--- config.mk ---
export PLATFORM = sky130hd
export DESIGN_NAME = iso_cycle_timer
export DESIGN_NICKNAME = d
export VERILOG_FILES = /design/src/rtl/ct_pkg.sv /design/src/rtl/ct_wrap_cnt.sv /design/src/rtl/ct_long_mon.sv /design/src/rtl/ct_lost_mon.sv /design/src/rtl/iso_cycle_timer.sv
export SDC_FILE = /design/constraint.sdc
export NUM_CORES = 1
export LEC_CHECK = 0
export ABC_AREA = 1
export BUFFER_PORTS_ARGS = -buffer_cell sky130_fd_sc_hd__buf_2
export CAP_MARGIN = 20
export CORE_UTILIZATION = 40
export CTS_CLUSTER_SIZE = 14
export DETAILED_ROUTE_END_ITERATION = 16
export GPL_TIMING_DRIVEN = 0
export HOLD_SLACK_MARGIN = 0.08
export SKIP_CTS_REPAIR_TIMING = 1
export SYNTH_ARGS = -nofsm -noshare
export SYNTH_HDL_FRONTEND = slang
export SYNTH_HIERARCHICAL = 1
export SYNTH_SLANG_ARGS = --single-unit
--- constraint.sdc ---
create_clock -name clk_i -period 2.3 [get_ports clk_i]
set_input_delay 0.115 -clock clk_i [delete_from_list [all_inputs] [get_ports clk_i]]
set_output_delay 0.115 -clock clk_i [all_outputs]
set_load 0.02 [all_outputs]
--- src/rtl/ct_pkg.sv ---
package ct_pkg;
  localparam int N_FIELDS = 3;
  localparam int TIME_W   = 32;
  // field order: offset, cycle, seconds (carry runs upward)
  localparam int FIELD_W   [N_FIELDS] = '{12, 13, 7};
  localparam int FIELD_LSB [N_FIELDS] = '{0, 12, 25};
endpackage

--- src/rtl/ct_wrap_cnt.sv ---
module ct_wrap_cnt #(
  parameter int W   = 12,
  parameter int MOD = 3072
) (
  input  logic         clk_i,
  input  logic         rst_ni,
  input  logic         inc_i,
  input  logic         ld_i,
  input  logic [W-1:0] ld_val_i,
  output logic [W-1:0] q_o
);
  localparam logic [W-1:0] LAST = W'(MOD - 1);

  logic [W-1:0] q;

  always_ff @(posedge clk_i or negedge rst_ni) begin
    if (!rst_ni)    q <= '0;
    else if (ld_i)  q <= ld_val_i;
    else if (inc_i) q <= (q >= LAST) ? '0 : q + W'(1);
  end

  assign q_o = q;


  step_chk: assert property (@(posedge clk_i) disable iff (!rst_ni)
    (!ld_i && inc_i && q < LAST) |=> q == $past(q) + W'(1));

  wrap_chk: assert property (@(posedge clk_i) disable iff (!rst_ni)
    (!ld_i && inc_i && q == LAST) |=> q == '0);

  hold_chk: assert property (@(posedge clk_i) disable iff (!rst_ni)
    (!ld_i && !inc_i) |=> $stable(q));

  load_chk: assert property (@(posedge clk_i) disable iff (!rst_ni)
    ld_i |=> q == $past(ld_val_i));
endmodule

--- src/rtl/ct_long_mon.sv ---
module ct_long_mon #(
  parameter int LIMIT = 3072
) (
  input  logic clk_i,
  input  logic rst_ni,
  input  logic tick_i,
  input  logic start_i,
  input  logic end_i,
  output logic too_long_o
);
  localparam int CW = $clog2(LIMIT + 1);
  localparam logic [CW-1:0] LIM = CW'(LIMIT);

  logic          active_q;
  logic [CW-1:0] cnt_q;
  logic          too_long_q;

  always_ff @(posedge clk_i or negedge rst_ni) begin
    if (!rst_ni) begin
      active_q   <= 1'b0;
      cnt_q      <= '0;
      too_long_q <= 1'b0;
    end else begin
      too_long_q <= 1'b0;
      if (start_i) begin
        active_q <= 1'b1;
        cnt_q    <= '0;
      end else if (end_i) begin
        active_q <= 1'b0;
      end else if (active_q && tick_i) begin
        if (cnt_q == LIM) begin
          too_long_q <= 1'b1;
          active_q   <= 1'b0;
        end else begin
          cnt_q <= cnt_q + CW'(1);
        end
      end
    end
  end

  assign too_long_o = too_long_q;


  too_long_src_chk: assert property (@(posedge clk_i) disable iff (!rst_ni)
    too_long_q |-> $past(active_q) && !active_q);

  too_long_pulse_chk: assert property (@(posedge clk_i) disable iff (!rst_ni)
    too_long_q |=> !too_long_q);
endmodule

--- src/rtl/ct_lost_mon.sv ---
module ct_lost_mon (
  input  logic clk_i,
  input  logic rst_ni,
  input  logic master_i,
  input  logic rx_i,
  input  logic roll_i,
  output logic lost_o
);
  logic armed_q, seen_q, lost_q;

  always_ff @(posedge clk_i or negedge rst_ni) begin
    if (!rst_ni) begin
      armed_q <= 1'b0;
      seen_q  <= 1'b0;
      lost_q  <= 1'b0;
    end else begin
      lost_q <= 1'b0;
      if (master_i) begin
        armed_q <= 1'b0;
        seen_q  <= 1'b0;
      end else if (rx_i) begin
        armed_q <= 1'b1;
        seen_q  <= 1'b1;
      end else if (roll_i) begin
        lost_q <= armed_q && !seen_q;
        seen_q <= 1'b0;
      end
    end
  end

  assign lost_o = lost_q;


  lost_mode_chk: assert property (@(posedge clk_i) disable iff (!rst_ni)
    lost_q |-> !$past(master_i) && $past(roll_i));

  lost_pulse_chk: assert property (@(posedge clk_i) disable iff (!rst_ni)
    lost_q |=> !lost_q);
endmodule

--- src/rtl/iso_cycle_timer.sv ---
module iso_cycle_timer
  import ct_pkg::*;
#(
  parameter int FIELD_MOD [N_FIELDS] = '{3072, 8000, 128}
) (
  input  logic              clk_i,
  input  logic              rst_ni,
  input  logic              tick_i,
  input  logic              timer_en_i,
  input  logic              master_en_i,
  input  logic              root_i,
  input  logic              host_wr_i,
  input  logic [TIME_W-1:0] host_wdata_i,
  input  logic              rx_cs_valid_i,
  input  logic [TIME_W-1:0] rx_cs_data_i,
  input  logic              cs_tx_start_i,
  input  logic              subgap_end_i,
  output logic [TIME_W-1:0] time_o,
  output logic              cs_req_o,
  output logic              too_long_o,
  output logic              cycle_lost_o
);
  localparam int OFF_W = FIELD_W[0];

  logic                acting;
  logic                ld;
  logic [TIME_W-1:0]   ld_val;
  logic [N_FIELDS-1:0] inc;
  logic                roll;
  logic                cs_req_q;

  assign acting = master_en_i & root_i;
  // host write wins over a received reload
  assign ld     = host_wr_i | (rx_cs_valid_i & ~acting);
  assign ld_val = host_wr_i ? host_wdata_i : rx_cs_data_i;
  assign inc[0] = tick_i & timer_en_i & ~ld;

  for (genvar i = 0; i < N_FIELDS; i++) begin : g_field
    localparam int W   = FIELD_W[i];
    localparam int LSB = FIELD_LSB[i];
    logic [W-1:0] q;

    ct_wrap_cnt #(.W(W), .MOD(FIELD_MOD[i])) u_cnt (
      .clk_i    (clk_i),
      .rst_ni   (rst_ni),
      .inc_i    (inc[i]),
      .ld_i     (ld),
      .ld_val_i (ld_val[LSB +: W]),
      .q_o      (q)
    );
    assign time_o[LSB +: W] = q;

    if (i < N_FIELDS - 1) begin : g_carry
      assign inc[i+1] = inc[i] & (q >= W'(FIELD_MOD[i] - 1));
    end
  end

  assign roll = inc[1];

  always_ff @(posedge clk_i or negedge rst_ni) begin
    if (!rst_ni) cs_req_q <= 1'b0;
    else         cs_req_q <= acting & roll;
  end
  assign cs_req_o = cs_req_q;

  ct_long_mon #(.LIMIT(FIELD_MOD[0])) u_long (
    .clk_i      (clk_i),
    .rst_ni     (rst_ni),
    .tick_i     (tick_i),
    .start_i    (cs_tx_start_i & acting),
    .end_i      (subgap_end_i),
    .too_long_o (too_long_o)
  );

  ct_lost_mon u_lost (
    .clk_i    (clk_i),
    .rst_ni   (rst_ni),
    .master_i (acting),
    .rx_i     (rx_cs_valid_i),
    .roll_i   (roll),
    .lost_o   (cycle_lost_o)
  );


  cs_req_align_chk: assert property (@(posedge clk_i) disable iff (!rst_ni)
    cs_req_q |-> time_o[OFF_W-1:0] == '0 && $past(acting));

  cs_req_pulse_chk: assert property (@(posedge clk_i) disable iff (!rst_ni)
    cs_req_q |=> !cs_req_q);

  master_ignore_rx_chk: assert property (@(posedge clk_i) disable iff (!rst_ni)
    (acting && !host_wr_i && !inc[0]) |=> $stable(time_o));
endmodule

==> flow_metrics.tcl <==
set metrics [dict create \
    cap_violations 0 \
    placementRows 35 \
    n_antenna_cell 0 \
    met1_usage 0.2827 \
    slew_headroom 0.6032 \
    worstHoldPathType "input pin to register" \
    synth_edf_count 0 \
    cts_sinks 50 \
    synth_nets 649 \
    wl_per_cell_um 12.63 \
    htreeDepth 2 \
    tritoncts "built" \
    clk_path_buf_depth 2 \
    grt_pass1_vias 3641 \
    p_leak_uw 0.002425 \
    ioPinCount 109 \
    synth-main-ff-cell "dfrtp_1" \
    crit_type "register to register" \
    area_growth_pct 21.58 \
    ir_drop_v 0.0002414 \
    drive_above_1_share 0.2587 \
    met2_usage 0.3719 \
    setup-tns-final_ns 0 \
    place.gp.congestion 0.8471 \
    viasPerCell 4.936 \
    clk_latency_ns 0.31 \
    cts_inserted_buffers 5 \
    die_w_um 99.96 \
    nets 766 \
    status "finished, final reports clean" \
    worst_ep_arrival_time_ns 2.31 \
    yosysUniqueCellTypes 35 \
    cp.required_ns 2.54 \
    synth-seq-area-share 0.3259 \
    portBuffers 107 \
    gr-usage-all-layers 0.2152 \
    slew_viol_final 0 \
    place_hpwl_um 7932 \
    crit_path_start_kind "register" \
    postRouteAntennaNets 0 \
    hold_violations 0 \
    gr-max-usage-layer "met2" \
    first_pass_iters 4 \
    use_met3 0.02994 \
    synth_area_sq_mm 0.003839 \
    synth.most_common_cell "nand2_1" \
    ys_warn_count 6 \
    die-area_sq_mm 0.009992 \
    synth_top_area_share 0.3259 \
    ys_top_cells_by_count "237 x nand2_1, 50 x dfrtp_1, 50 x nor2_1" \
    finalCritPeriodShare 0.9000 \
    finalSetupViolCount 0 \
    synth.avg_cell_area_sq_um 6.735 \
    place_area_sq_mm 0.004556 \
    worst-path-max-fanout 10 \
    yosys.area.top_type "dfrtp_1" \
    synthArstFlopShare 1.000 \
    grt.overflow.total 0 \
    period_needed_ns 2.070 \
    clock_skew_ns 0.01162 \
    grt_max_degree 31 \
    vias 4033 \
    reg2regPathDepth 10 \
    synth_area_leaders "dfrtp_1 33%, nand2_1 23%, nor2_1 4.9%" \
    clk_pin_slew_ns 0.10 \
    fill_cells 973 \
    grt_pass1_wl_um 17130 \
    hold_depth 3 \
    die_h_um 99.96 \
    synth-seq-cells 50 \
    p_per_area_mw_per_mm2 510.6 \
    antenna_found_initial 0 \
    worstMarginPinSlew_ns 0.5953 \
    critPathCaptureType "register" \
    initial_core_util 0.4135 \
    netlist_instances 570 \
    rsz0062_at_grt "no" \
    clk_root_buffer_cell "clkbuf_8" \
    stdcell_area_sq_mm 0.004667 \
    drt_iter0_markers 123 \
    wirelength_um 10320 \
    fmax_mhz 483.1 \
    drc 0 \
    core_area_sq_mm 0.009284 \
]
[per-stage QoR]
stage	std cells	power, uW	setup WS (ns)	hold WS, ns	util
6_report	817	2383	0.2300	0.08599	0.5027
3_5_place_dp	807	1844	0.2911	0.1299	0.4907
2_1_floorplan	570	1575	0.6124	-0.1806	-
3_3_place_gp	806	1827	0.3075	0.3046	0.4885
4_1_cts	815	2408	0.2574	-0.2063	0.5005
5_1_grt	817	2550	0.06718	0.08463	0.5027
[flip-flops by register name, indices dropped and copies added, names as in the netlist]
signal	count
g_field.u_cnt/q_o	32
u_long/cnt_q	12
cs_req_o	1
u_long/active_q	1
u_long/too_long_o	1
u_lost/armed_q	1
u_lost/lost_o	1
u_lost/seen_q	1
[placed cells by master, fill, tap and decap left out, drive strengths merged, types with 4 or more instances in the layout]
| cell | count |
|---|---|
| o21ai | 30 |
| a22oi | 20 |
| o21bai | 10 |
| xor2 | 13 |
| nor2 | 66 |
| inv | 49 |
| dfrtp | 50 |
| nand4 | 20 |
| buf | 118 |
| clkbuf | 10 |
| nor3 | 4 |
| ha | 5 |
| nand3 | 33 |
| nand2 | 248 |
[final timing paths]
path                                              start                 endpoint  slack, ns
worst max-delay path            g_field[0].u_cnt/q_o[0]  g_field[1].u_cnt/q_o[2]       0.23
worst min-delay path                      rx_cs_valid_i            u_lost/lost_o       0.09
worst max register to register  g_field[0].u_cnt/q_o[0]  g_field[1].u_cnt/q_o[2]       0.23
worst min register to register            u_lost/seen_q            u_lost/lost_o       0.50
max in group asynchronous                        rst_ni          u_long/cnt_q[8]       1.43
min in group asynchronous                        rst_ni  g_field[2].u_cnt/q_o[4]       0.32
[cell type report]
cell class / count / area (sq um) / area share
multi-input cells: 458 / 2311 / 0.4952
flip-flops and latches: 50 / 1251 / 0.2681
repair buffers: 110 / 575.6 / 0.1233
inverters: 49 / 188.9 / 0.04048
well taps: 129 / 161.4 / 0.03458
plain buffers: 13 / 87.58 / 0.01877
clock buffers: 7 / 86.33 / 0.01850
clock inverters: 1 / 5.005 / 0.001072
[worst max-delay path, cell delays in order (launching register included)]
cell      delay [ns]
dfrtp_1         0.52
nand2_1         0.12
nor2_1          0.04
nand3_1         0.07
nand2_1         0.07
nand2_2         0.09
inv_1           0.08
nor2_1          0.22
clkbuf_1        0.50
a22oi_1         0.18
o21ai_2         0.09
[layer usage]
layer  vias up  part of all wire  routed length (um)
met4         0            0.0088                  91
met3         9             0.045                 465
met1      1845              0.47                4821
li1       2071                 -                   -
met5         -                 0                   0
met2       108              0.48                4941
[logic make-up (layout without fill, tap and decap cells)]
kind of cell               after synthesis  after routing  share of synthesized area
and+or+nand+nor                        375            375                     0.4384
buffers and inverters                   62            180                    0.07203
DFF                                     50             50                     0.3259
xor gates and xnor gates                14             14                    0.03194
adders and majority gates                5              5                    0.01630
AOI/OAI and AO/OA                       64             64                     0.1154
[where the power goes]
part	switching, uW	leakage [uW]	total, uW	internal [uW]
Combinational	430	0.00175	707	277
Sequential	153	0.000631	1120	967
Clock	312	0.0000482	556	244
Note: power is estimated with default switching activity, not from simulation.
